--- config.mk ---
export PLATFORM = sky130hd
export DESIGN_NAME = pwrsave_wake_ctrl
export DESIGN_NICKNAME = d
export VERILOG_FILES = /design/src/rtl/pwrsave_pkg.sv /design/src/rtl/pwrsave_qual.sv /design/src/rtl/pwrsave_fsm.sv /design/src/rtl/pwrsave_wake_out.sv /design/src/rtl/pwrsave_wake_ctrl.sv
export SDC_FILE = /design/constraint.sdc
export NUM_CORES = 1
export LEC_CHECK = 0
export BUFFER_PORTS_ARGS = -buffer_cell sky130_fd_sc_hd__buf_2
export CAP_MARGIN = 20
export CORE_MARGIN = 8
export CORE_UTILIZATION = 42
export CTS_BUF_LIST = sky130_fd_sc_hd__clkbuf_4
export CTS_CLUSTER_SIZE = 24
export DETAILED_ROUTE_END_ITERATION = 12
export GPL_TIMING_DRIVEN = 0
export PLACE_DENSITY = 0.92
export SLEW_MARGIN = 0
export SYNTH_ARGS = -nofsm -noshare
export SYNTH_HDL_FRONTEND = slang
export SYNTH_SLANG_ARGS = --single-unit
--- constraint.sdc ---
create_clock -name clk -period 3.05 [get_ports clk]
set_input_delay 0.1525 -clock clk [delete_from_list [all_inputs] [get_ports clk]]
set_output_delay 0.1525 -clock clk [all_outputs]
set_load 0.1 [all_outputs]
--- src/rtl/pwrsave_pkg.sv ---
package pwrsave_pkg;

    localparam int NUM_SRC   = 7;
    localparam int NUM_EN    = 5;
    localparam int STAT_W    = 64;
    localparam int CAUSE_W   = 4;
    localparam int LOSS_POS  = STAT_W - 1 - 47;
    localparam int CAUSE_LSB = STAT_W - 1 - 45;

    // source index doubles as priority: lower index wins
    localparam int SRC_RST = 0;
    localparam int SRC_MCK = 1;
    localparam int SRC_HMI = 2;
    localparam int SRC_EXT = 3;
    localparam int SRC_DEC = 4;
    localparam int SRC_HDB = 5;
    localparam int SRC_PDB = 6;

    typedef enum logic [1:0] {
        DEPTH_DOZE   = 2'd0,
        DEPTH_NAP    = 2'd1,
        DEPTH_SLEEP  = 2'd2,
        DEPTH_WINKLE = 2'd3
    } depth_e;

    typedef enum logic [1:0] {
        ST_RUN  = 2'd0,
        ST_HALT = 2'd1,
        ST_WAKE = 2'd2
    } pstate_e;

    typedef struct packed {
        logic               to_reset;
        logic [CAUSE_W-1:0] cause;
    } wake_info_t;

    // which enable bit qualifies a source; -1 means never gated
    function automatic int gate_bit(int src);
        case (src)
            SRC_MCK: return 4;
            SRC_HMI: return 4;
            SRC_EXT: return 2;
            SRC_DEC: return 3;
            SRC_HDB: return 1;
            SRC_PDB: return 0;
            default: return -1;
        endcase
    endfunction

    function automatic logic [CAUSE_W-1:0] cause_code(int src);
        case (src)
            SRC_RST: return 4'h4;
            SRC_HMI: return 4'hA;
            SRC_EXT: return 4'h8;
            SRC_DEC: return 4'h6;
            SRC_HDB: return 4'h3;
            SRC_PDB: return 4'h5;
            default: return 4'h0;
        endcase
    endfunction

endpackage

--- src/rtl/pwrsave_qual.sv ---
module pwrsave_qual
    import pwrsave_pkg::*;
#(
    parameter int NSRC = NUM_SRC,
    parameter int NEN  = NUM_EN
) (
    input  logic [NSRC-1:0] pend,
    input  logic [NEN-1:0]  en,
    output logic [NSRC-1:0] sel,
    output logic            any
);
    logic [NSRC-1:0] qual;

    for (genvar g = 0; g < NSRC; g++) begin : g_src
        localparam int GB = gate_bit(g);
        if (GB < 0) begin : g_always
            assign qual[g] = pend[g];
        end else begin : g_gated
            assign qual[g] = pend[g] & en[GB];
        end
    end

    // isolate lowest set bit: fixed priority by index
    assign sel = qual & (~qual + NSRC'(1));
    assign any = |qual;

    always_comb begin
        p_sel_onehot_r10: assert ($onehot0(sel));
        p_sel_when_any_r10: assert (any == (sel != '0));
    end
endmodule

--- src/rtl/pwrsave_fsm.sv ---
module pwrsave_fsm
    import pwrsave_pkg::*;
(
    input  logic       clk,
    input  logic       rst,
    input  logic       ps_req,
    input  logic [1:0] ps_depth,
    input  logic       any_wake,
    output logic       halted,
    output logic       ee_force,
    output logic [1:0] hold_depth,
    output logic       wake_fire
);
    pstate_e state, state_n;
    depth_e  depth_q;

    always_comb begin
        state_n = state;
        case (state)
            ST_RUN:  if (ps_req)   state_n = ST_HALT;
            ST_HALT: if (any_wake) state_n = ST_WAKE;
            ST_WAKE: state_n = ST_RUN;
            default: state_n = ST_RUN;
        endcase
    end

    always_ff @(posedge clk) begin
        if (rst) begin
            state   <= ST_RUN;
            depth_q <= DEPTH_DOZE;
        end else begin
            state <= state_n;
            if (state == ST_RUN && ps_req)
                depth_q <= depth_e'(ps_depth);
        end
    end

    assign halted     = (state == ST_HALT);
    assign ee_force   = (state != ST_RUN);
    assign hold_depth = depth_q;
    assign wake_fire  = (state == ST_HALT) && any_wake;

    p_enter_halt_r2: assert property (@(posedge clk) disable iff (rst)
        (state == ST_RUN && ps_req) |=> halted);
    p_depth_kept_r2: assert property (@(posedge clk) disable iff (rst)
        (halted && $past(halted)) |-> $stable(hold_depth));
    p_wake_returns_r11: assert property (@(posedge clk) disable iff (rst)
        (state == ST_WAKE) |=> (state == ST_RUN));
endmodule

--- src/rtl/pwrsave_wake_out.sv ---
module pwrsave_wake_out
    import pwrsave_pkg::*;
#(
    parameter int NSRC = NUM_SRC,
    parameter int SW   = STAT_W
) (
    input  logic               clk,
    input  logic               rst,
    input  logic               fire,
    input  logic [NSRC-1:0]    sel,
    output logic               wake_pulse,
    output logic               wake_to_reset,
    output logic [CAUSE_W-1:0] wake_cause,
    output logic [SW-1:0]      wake_status
);
    wake_info_t     info;
    logic [SW-1:0]  stat_n;

    always_comb begin
        info.cause    = '0;
        for (int i = 0; i < NSRC; i++)
            if (sel[i]) info.cause |= cause_code(i);
        info.to_reset = (|sel) & ~sel[SRC_MCK];
        stat_n        = '0;
        stat_n[LOSS_POS] = 1'b1;
        stat_n[CAUSE_LSB +: CAUSE_W] = info.cause;
    end

    always_ff @(posedge clk) begin
        if (rst || !fire) begin
            wake_pulse    <= 1'b0;
            wake_to_reset <= 1'b0;
            wake_cause    <= '0;
            wake_status   <= '0;
        end else begin
            wake_pulse    <= 1'b1;
            wake_to_reset <= info.to_reset;
            wake_cause    <= info.cause;
            wake_status   <= stat_n;
        end
    end

    p_pulse_single_r11: assert property (@(posedge clk) disable iff (rst)
        wake_pulse |=> !wake_pulse);
    p_loss_bit_r7: assert property (@(posedge clk) disable iff (rst)
        wake_pulse |-> wake_status[LOSS_POS]);
    p_mck_no_cause_r9: assert property (@(posedge clk) disable iff (rst)
        (wake_pulse && !wake_to_reset) |-> (wake_cause == '0));
    p_cause_in_status_r8: assert property (@(posedge clk) disable iff (rst)
        wake_pulse |-> (wake_status[CAUSE_LSB +: CAUSE_W] == wake_cause));
endmodule

--- src/rtl/pwrsave_wake_ctrl.sv ---
module pwrsave_wake_ctrl
    import pwrsave_pkg::*;
#(
    parameter int NSRC = NUM_SRC,
    parameter int NEN  = NUM_EN,
    parameter int SW   = STAT_W
) (
    input  logic               clk,
    input  logic               rst,
    input  logic               ps_req,
    input  logic [1:0]         ps_depth,
    input  logic [NSRC-1:0]    pend,
    input  logic               en_wr,
    input  logic [NEN-1:0]     en_wdata,
    output logic [NEN-1:0]     wake_en,
    output logic               halted,
    output logic [1:0]         hold_depth,
    output logic               ee_force,
    output logic               wake_pulse,
    output logic               wake_to_reset,
    output logic [CAUSE_W-1:0] wake_cause,
    output logic [SW-1:0]      wake_status
);
    localparam logic [NEN-1:0] EN_RESET = '1;

    logic [NSRC-1:0] sel;
    logic            any_wake;
    logic            wake_fire;

    always_ff @(posedge clk) begin
        if (rst)        wake_en <= EN_RESET;
        else if (en_wr) wake_en <= en_wdata;
    end

    pwrsave_qual #(.NSRC(NSRC), .NEN(NEN)) qual_i (
        .pend (pend),
        .en   (wake_en),
        .sel  (sel),
        .any  (any_wake)
    );

    pwrsave_fsm fsm_i (
        .clk        (clk),
        .rst        (rst),
        .ps_req     (ps_req),
        .ps_depth   (ps_depth),
        .any_wake   (any_wake),
        .halted     (halted),
        .ee_force   (ee_force),
        .hold_depth (hold_depth),
        .wake_fire  (wake_fire)
    );

    pwrsave_wake_out #(.NSRC(NSRC), .SW(SW)) out_i (
        .clk           (clk),
        .rst           (rst),
        .fire          (wake_fire),
        .sel           (sel),
        .wake_pulse    (wake_pulse),
        .wake_to_reset (wake_to_reset),
        .wake_cause    (wake_cause),
        .wake_status   (wake_status)
    );

    p_reset_wakes_r6: assert property (@(posedge clk) disable iff (rst)
        (halted && pend[SRC_RST]) |=> wake_pulse);
    p_wake_after_halt_r12: assert property (@(posedge clk) disable iff (rst)
        wake_pulse |-> $past(halted));
    p_wake_releases_r7: assert property (@(posedge clk) disable iff (rst)
        wake_pulse |-> !halted);
    p_en_write_r13: assert property (@(posedge clk) disable iff (rst)
        en_wr |=> (wake_en == $past(en_wdata)));
endmodule

# Yosys cells after proc, flatten, opt, wreduce, memory -nomap -nowiden
# Index checks and enable logic that the tools add are counted.
[word_totals]
register_bits = 75
[op_classes]
addsub = 1
n_eq_ne = 3
mux = 18
bitwise = 16
n_reduce_logical = 9
[op_table]
columns = ["op", "count"]
rows = [
  ["4-bit 2-to-1 mux", 12],
  ["4-bit OR", 6],
  ["17-bit 2-to-1 mux", 1],
  ["7-bit OR reduction", 2],
  ["7-bit by 1-bit adder with 7-bit output (second input constant)", 1],
  ["1-bit AND", 7],
  ["7-bit AND", 1],
  ["7-bit inverter", 1],
  ["2-bit 2-to-1 mux", 2],
  ["2-bit one-hot mux with 2 select lines", 1],
  ["3-bit 2-to-1 mux", 1],
  ["2-bit by 1-bit equality test with 1-bit output (second input constant)", 1],
  ["1-bit logical AND", 2],
  ["2-bit zero test", 1],
  ["2-bit by 1-bit inequality test with 1-bit output (second input constant)", 1],
  ["2-bit inequality test (second input constant)", 1],
  ["2-bit AND reduction", 1],
  ["2-bit nonzero test", 1],
  ["1-bit zero test", 1],
  ["1-bit logical OR", 1],
  ["1-bit 2-to-1 mux", 1],
  ["1-bit inverter", 1],
]

# Depth between registers and ports, before layout
# Gate-level depths: netlist (run 1).
[depth]
depth_word = 17
ltp_mapped = 5
mapped_depth_nobuf = 4

# Hierarchy
# A second synthesis (run 1) with hierarchy kept.
[hier_totals]
hier_cells = 131
area_unflattened_um2 = 1162.4
[modules_own_cells]
columns = ["mod", "n_inst", "cells_each", "area_each_um2", "seq_area_each_um2"]
rows = [
  ["pwrsave_wake_out", 1, 83, 676.9, 120.1],
  ["pwrsave_wake_ctrl", 1, 16, 198.9, 100.1],
  ["pwrsave_fsm", 1, 17, 178.9, 80.1],
  ["pwrsave_qual", 1, 15, 107.6, 0.0],
]

# Worst setup path before layout (run 1)
# OpenSTA, ideal clock, no wires.
[synth_timing]
kind = "reg-to-reg"
start = "register wake_en[0]"
end = "register out_i.wake_cause[3]"
t_arrival_ns = 1.809
t_required_ns = 2.970
slack_ns = 1.161
path_stages_with_launch = 5
synth_period_minus_slack_ns = 1.889
path_cell_list = "dfxtp_1 a222oi_1 and3_4 or2_4 a211oi_2"
[synth_between]
elab_chain_len = 5
[synth_lines]
columns = ["element", "line", "source"]
rows = [
  ["from (decl)", "pwrsave_wake_ctrl.sv:15", "output logic [NEN-1:0] wake_en,"],
  ["from (signal assigned)", "pwrsave_wake_ctrl.sv:32", "else if (en_wr) wake_en <= en_wdata;"],
  ["1-bit AND (*)", "pwrsave_qual.sv:19", "assign qual[g] = pend[g] & en[GB];"],
  ["7-bit inverter or 7-bit OR reduction (tied branches)", "pwrsave_qual.sv:24, pwrsave_qual.sv:25", ""],
  ["7-bit by 1-bit adder with 7-bit output or 1-bit logical AND (tied branches)", "pwrsave_qual.sv:24, pwrsave_fsm.sv:41", ""],
  ["7-bit AND or 1-bit zero test (tied branches)", "pwrsave_qual.sv:24, pwrsave_wake_out.sv:30", ""],
  ["4-bit 2-to-1 mux or 1-bit logical OR (tied branches)", "pwrsave_wake_out.sv:22, pwrsave_wake_out.sv:30", ""],
  ["to (signal assigned)", "pwrsave_wake_out.sv:38", "wake_cause <= info.cause;"],
  ["to (decl)", "pwrsave_wake_out.sv:13", "output logic [CAUSE_W-1:0] wake_cause,"],
]
# Mark *: on every way between the ends. The rest lies on a longest branch, timed or not.
# A chain may end at the register's enable or synchronous reset.

# Final worst setup path (run 1)
[layout_timing]
start = "register fsm_i.state[1]"
end = "output ee_force"
[layout_between]
elab_chain_len = 1
[layout_lines]
columns = ["element", "line", "source"]
rows = [
  ["from (decl)", "pwrsave_fsm.sv:14", "pstate_e state, state_n;"],
  ["from (signal assigned)", "pwrsave_fsm.sv:32", "state <= state_n;"],
  ["2-bit nonzero test", "pwrsave_fsm.sv:39", "assign ee_force = (state != ST_RUN);"],
  ["to (decl)", "pwrsave_wake_ctrl.sv:18", "output logic ee_force,"],
]
# Every way passes these cells.

==> impl_metrics.tcl, run 1 <==
set metrics [dict create \
    wl_per_cell_um 9.93 \
    pwr_density_cell_nw_per_um2 555 \
    drive_gt1_share_pct 48.9 \
    drt_wl_total_mm 2.53 \
    io_pins 97 \
    r2r_end "out_i.wake_cause[3]$_SDFF_PN0_" \
    dpl-instance-area_um2 1530 \
    clkLatencyLatePin_ns 0.28 \
    area_growth_syn_to_layout_pct 41.8 \
    combPwrFrac_pct 61.1 \
    drt_iter0_drc 17 \
    min_from "en_wdata[3]" \
    regToRegSetupSlack_ns 1.85 \
    cts_sinks 15 \
    final.setup.tns_ns 0 \
    vias_per_cell 3.57 \
    cts_hold_buf 0 \
    post-route-min-period_ns 1.41 \
    die_y_um 67.2 \
    die_w_um 67.2 \
    synthDistinctLibCells 28 \
    slew_violations 0 \
    antenna_found_initial 0 \
    most-common-layout-cells "buf_4, conb_1, buf_2" \
    hold_path_depth 2 \
    syn_area_per_cell_um2 8.61 \
    grtUsageTotal_pct 11.1 \
    crit_required_ns 2.90 \
    criticalPathCategory "reg2out" \
    vdd.ir_drop.worst_mv 0.412 \
    fin_cells 255 \
    min_period_over_period_pct 46.3 \
    max_cap_viol_count 0 \
    clkSlewWorstSetupHoldPaths_ns 0.09 \
    whs_endpoint "wake_en[3]$_SDFFE_PP1P_" \
    cts_tree "done" \
    reg2reg_from "wake_en[0]$_SDFFE_PP1P_" \
    final_common_cell "buf_4" \
    hold_path.class "in2reg" \
    drtAntennaViolNets 0 \
    grt_pass1_wl_mm 4.02 \
    grt_pass1_vias 879 \
    start_kind "flip-flop" \
    nFillCells 224 \
    syn_area_um2 1100 \
    syn_inst 128 \
    cts_buffers 3 \
    clkPwrFrac_pct 14.1 \
    rsz0062_at_grt "false" \
    firstDrtPassIters 4 \
    crit_arrival_ns 1.26 \
    rows 18 \
    drc_errors 0 \
    ys_warn_count 0 \
    dp_hpwl_mm 2.30 \
    p_leak_nw 0.977 \
    clock-root-buffer "clkbuf_4" \
    seqPwrFrac_pct 24.7 \
    p_sw_w 0.000514 \
    htreeDepth 1 \
    setup_viol 0 \
    overflow 0 \
    fp.dieArea_um2 4520 \
    cts_setup_buffers 0 \
    finalHoldViolCount 0 \
    seq_area_frac_synth_pct 27.2 \
    max_freq_mhz 708 \
    reg2regPathDepth 4 \
    core_region_area_um2 2480 \
    status "finished, final reports clean" \
    initial_core_util_pct 44.5 \
    power.share.switching_pct 59.3 \
    ctsResizeCount 0 \
    gp_congestion 0.825 \
    final_nets 244 \
    critPathMaxFanout 4 \
    p_int_w 0.000353 \
    yosys-top-cells-area "buf_4, dfxtp_1, a211o_1" \
    final_area_um2 1560 \
    yosysTopAreaCell "buf_4" \
    port_buffers 35 \
    cts.path.max_buffers 2 \
    crit_path_end_kind "output pin" \
    synth_top_area_share_pct 43.6 \
    num_vias 911 \
    grt_max_degree 11 \
    fin_worst_skew_ns 0.00230 \
    antennaDiodeCount 0 \
    synth-seq-cells 15 \
    dp_cells 251 \
]
[Yosys cell counts]
cell / count
buf_4: 64
dfxtp_1: 15
nand2_1: 6
nor2_1: 6
a211o_1: 5
nor2b_1: 5
inv_1: 3
mux2i_1: 3
a22oi_1: 2
a2111oi_1: 1
a211oi_2: 1
a21oi_1: 1
a222oi_1: 1
a31oi_1: 1
a32o_1: 1
and3_4: 1
buf_2: 1
clkbuf_1: 1
conb_1: 1
nor2_2: 1
nor2b_2: 1
nor3_1: 1
nor3_2: 1
o21ai_1: 1
o32a_1: 1
or2_1: 1
or2_4: 1
or2b_1: 1
[per-layer routing]
| layer | wire length [µm] | vias up | GRT usage, % |
|---|---|---|---|
| met4 | 13 | 0 | 3.13 |
| li1 | - | 495 | - |
| met1 | 843 | 361 | 11.1 |
| met5 | 0 | - | 0 |
| met3 | 409 | 2 | 5.63 |
| met2 | 1260 | 53 | 19.8 |
[cell families after synthesis]
family,Yosys count,synth area share (%)
simple gates,25,12.7
buf+inv,69,45.4
mux,3,2.72
flops,15,27.2
compound gates,15,11.6
other cells,1,0.340
[worst max path at each step]
| stage | startpoint | endpoint | slack (ns) | depth (start not counted) |
|---|---|---|---|---|
| finish | fsm_i.state[1]$_SDFFE_PP0P_ | ee_force | 1.64 | 2 |
| global route | fsm_i.state[0]$_SDFFE_PP0P_ | halted | 1.58 | 2 |
| global placement | wake_en[0]$_SDFFE_PP1P_ | out_i.wake_cause[3]$_SDFF_PN0_ | 1.85 | 4 |
| CTS | fsm_i.state[1]$_SDFFE_PP0P_ | ee_force | 1.64 | 2 |
| floorplan | wake_en[0]$_SDFFE_PP1P_ | out_i.wake_cause[3]$_SDFF_PN0_ | 1.16 | 4 |
| detailed placement | wake_en[1]$_SDFFE_PP1P_ | out_i.wake_cause[3]$_SDFF_PN0_ | 1.87 | 4 |
[sequential cells by signal (all words and copies together) (netlist names)]
signal and count:
out_i.wake_cause 4, fsm_i.hold_depth 2, out_i.wake_to_reset 1, out_i.wake_status 1
wake_en 5, fsm_i.state 2
[area by class of cell]
| cell class | instances | area (µm²) | area share [%] |
|---|---|---|---|
| Inverter | 3 | 11.3 | 0.721 |
| Multi-Input combinational cell | 102 | 519 | 33.2 |
| Timing Repair Buffer | 35 | 175 | 11.2 |
| Clock buffer | 4 | 30.0 | 1.92 |
| Tap cell | 30 | 37.5 | 2.40 |
| Sequential cell | 15 | 300 | 19.2 |
| Buffer | 66 | 489 | 31.3 |
[per-stage QoR]
step | hold slack (ns) | util, % | power [W] | setup WS, ns
2_1_floorplan | 0.256 | - | 0.000714 | 1.16
3_3_place_gp | 0.355 | 61.9 | 0.000743 | 1.85
3_5_place_dp | 0.365 | 61.9 | 0.000744 | 1.87
4_1_cts | 0.0714 | 63.1 | 0.000863 | 1.64
5_1_grt | 0.0603 | 63.1 | 0.000898 | 1.58
6_report | 0.0678 | 63.1 | 0.000867 | 1.64
[critical path, stage by stage (launching register included)]
cell and delay, ns:
dfxtp_1 0.39, or2_1 0.15, buf_2 0.43
[power groups by stage]
stage                     Sequential, W  Combinational (W)  Clock, W
after floorplan                0.000278           0.000435         0
after global placement         0.000218           0.000524         0
after detailed placement       0.000219           0.000525         0
after CTS                      0.000214           0.000526  0.000123
after global routing           0.000216           0.000547  0.000135
final                          0.000214           0.000530  0.000122
(Power assumes the default switching activity.)
==> run 2, diff against run 1 <==
--- a/config.mk
+++ b/config.mk
@@ -8,12 +8,12 @@
 export BUFFER_PORTS_ARGS = -buffer_cell sky130_fd_sc_hd__buf_2
 export CAP_MARGIN = 20
 export CORE_MARGIN = 8
-export CORE_UTILIZATION = 42
+export CORE_UTILIZATION = 39
 export CTS_BUF_LIST = sky130_fd_sc_hd__clkbuf_4
 export CTS_CLUSTER_SIZE = 24
 export DETAILED_ROUTE_END_ITERATION = 12
 export GPL_TIMING_DRIVEN = 0
-export PLACE_DENSITY = 0.92
+export PLACE_DENSITY = 0.87
 export SLEW_MARGIN = 0
 export SYNTH_ARGS = -nofsm -noshare
 export SYNTH_HDL_FRONTEND = slang
==> constraint.sdc (replaced) <==
create_clock -name clk -period 1.4 [get_ports clk]
set_input_delay 0.07 -clock clk [delete_from_list [all_inputs] [get_ports clk]]
set_output_delay 0.07 -clock clk [all_outputs]
set_load 0.1 [all_outputs]
==> impl_metrics.tcl, run 2 (synthesis gave the netlist of run 1 again) <==
set metrics [dict create \
    final_common_cell "buf_4" \
    crit_path_end_kind "output pin" \
    crit_arrival_ns 1.17 \
    regToRegSetupSlack_ns 0.18 \
    min_period_over_period_pct 88.2 \
    slew_violations 0 \
    reg2reg_from "wake_en[0]$_SDFFE_PP1P_" \
    largest_register_ffs 5 \
    area_growth_syn_to_layout_pct 48.8 \
    dp_cells 252 \
    fin_cells 261 \
    grt_max_degree 11 \
    core_region_area_um2 2710 \
    htreeDepth 1 \
    initial_core_util_pct 40.7 \
    critPathMaxFanout 4 \
    vdd.ir_drop.worst_mv 0.633 \
    most-common-layout-cells "buf_4, conb_1, buf_2" \
    rows 19 \
    port_buffers 35 \
    gp_congestion 0.799 \
    crit_required_ns 1.33 \
    clock-root-buffer "clkbuf_4" \
    overflow 0 \
    grt_pass1_wl_mm 4.38 \
    cts_buffers 3 \
    setup_viol 0 \
    pwr_density_cell_nw_per_um2 1150 \
    drc_errors 0 \
    rsz0062_at_grt "false" \
    p_leak_nw 0.999 \
    post-place-ws_ns 0.181 \
    num_vias 936 \
    max_cap_viol_count 0 \
    vias_per_cell 3.59 \
    final_nets 249 \
    fp.dieArea_um2 4780 \
    criticalPathCategory "reg2out" \
    reg.largest.list "wake_en x5, out_i.wake_cause x4" \
    r2r_end "out_i.wake_cause[1]$_SDFF_PN0_" \
    hold_path.class "in2reg" \
    cts_tree "done" \
    fin_worst_skew_ns 0.00337 \
    cts_sinks 15 \
    cts.path.max_buffers 2 \
    whs_endpoint "out_i.wake_cause[0]$_SDFF_PN0_" \
    start_kind "flip-flop" \
    io_pins 97 \
    status "finished, final reports clean" \
    die_y_um 69.2 \
    clkLatencyLatePin_ns 0.28 \
    wl_per_cell_um 10.2 \
    drt_wl_total_mm 2.65 \
    power.total_w 0.00188 \
    final.setup.tns_ns 0 \
    fin_ws_ns 0.165 \
    post-route-min-period_ns 1.24 \
    antennaDiodeCount 0 \
    reg2regPathDepth 4 \
    final_core_util_pct 60.5 \
    drtAntennaViolNets 0 \
    firstDrtPassIters 4 \
    drive_gt1_share_pct 52.6 \
    grt_pass1_vias 937 \
    clkSlewWorstSetupHoldPaths_ns 0.09 \
    finalHoldViolCount 0 \
    grtUsageTotal_pct 10.6 \
    min_from "pend[4]" \
    hold_path_depth 2 \
    max_freq_mhz 809 \
    drt_iter0_drc 16 \
    die_w_um 69.2 \
    largest-register "wake_en" \
    antenna_found_initial 0 \
]
[run 2: cell types whose count changed in the layout (fill, tap and decap cells not counted), sizes merged]
cell / previous run / this run
clkbuf: 5 / 6
clkinv: 0 / 1
dlygate4sd3: 0 / 5
buf: 100 / 98
[run 2: worst max-delay path by stage]
stage	startpoint	endpoint	slack [ns]	depth (start not counted)
after CTS	fsm_i.state[1]$_SDFFE_PP0P_	ee_force	0.06	2
final	fsm_i.state[0]$_SDFFE_PP0P_	ee_force	0.16	2
after detailed placement	wake_en[0]$_SDFFE_PP1P_	out_i.wake_cause[1]$_SDFF_PN0_	0.18	4
after global routing	fsm_i.state[0]$_SDFFE_PP0P_	halted	0.09	2
after global placement	wake_en[0]$_SDFFE_PP1P_	out_i.wake_cause[3]$_SDFF_PN0_	0.21	4
after floorplan	wake_en[3]$_SDFFE_PP1P_	out_i.wake_cause[3]$_SDFF_PN0_	-0.04	4
[run 2: power by group]
part	leakage, nW	switching (W)	internal (W)
registers	0.125	0.0000189	0.000448
logic	0.857	0.000969	0.000204
clock network	0.0177	0.000133	0.000106
total	0.999	0.00112	0.000758
[run 2: cell type report]
class,instances,area (µm²)
clock inverter,1,5.00
fill,256,1070
sequential,15,319
buffer,66,489
clock buffer,3,22.5
tap,31,38.8
inverter,3,11.3
multi-input combinational,102,524
timing repair buffer,40,230
[run 2: layer usage]
layer / routed length (µm) / share of wire (%) / vias to the layer above / track usage (%)
met5: 0 / 0 / - / 0
met4: 14 / 0.53 / 0 / 2.73
met3: 359 / 14 / 2 / 5.87
met2: 1360 / 51 / 61 / 20.1
met1: 915 / 35 / 371 / 9.35
li1: - / - / 502 / -
[run 2: worst max-delay path, stage by stage, from the launching register on]
cell      delay (ns)
dfxtp_1         0.34
or2_4           0.26
clkbuf_4        0.28
[run 2: stage by stage]
step                      hold slack, ns  area [µm²]
after floorplan                    0.166        1340
after global placement             0.273        1560
after detailed placement           0.276        1560
after CTS                        0.00341        1630
after global routing              0.0154        1640
final                             0.0215        1640
[run 2: timing repair]
item / 4_1_cts / 5_1_grt
endpoints found under the hold margin: 4 / 1
buffers inserted: 0 / 0
resized for setup: 0 / 2
hold buffers: 4 / 1
setup endpoints to repair: 0 / 2
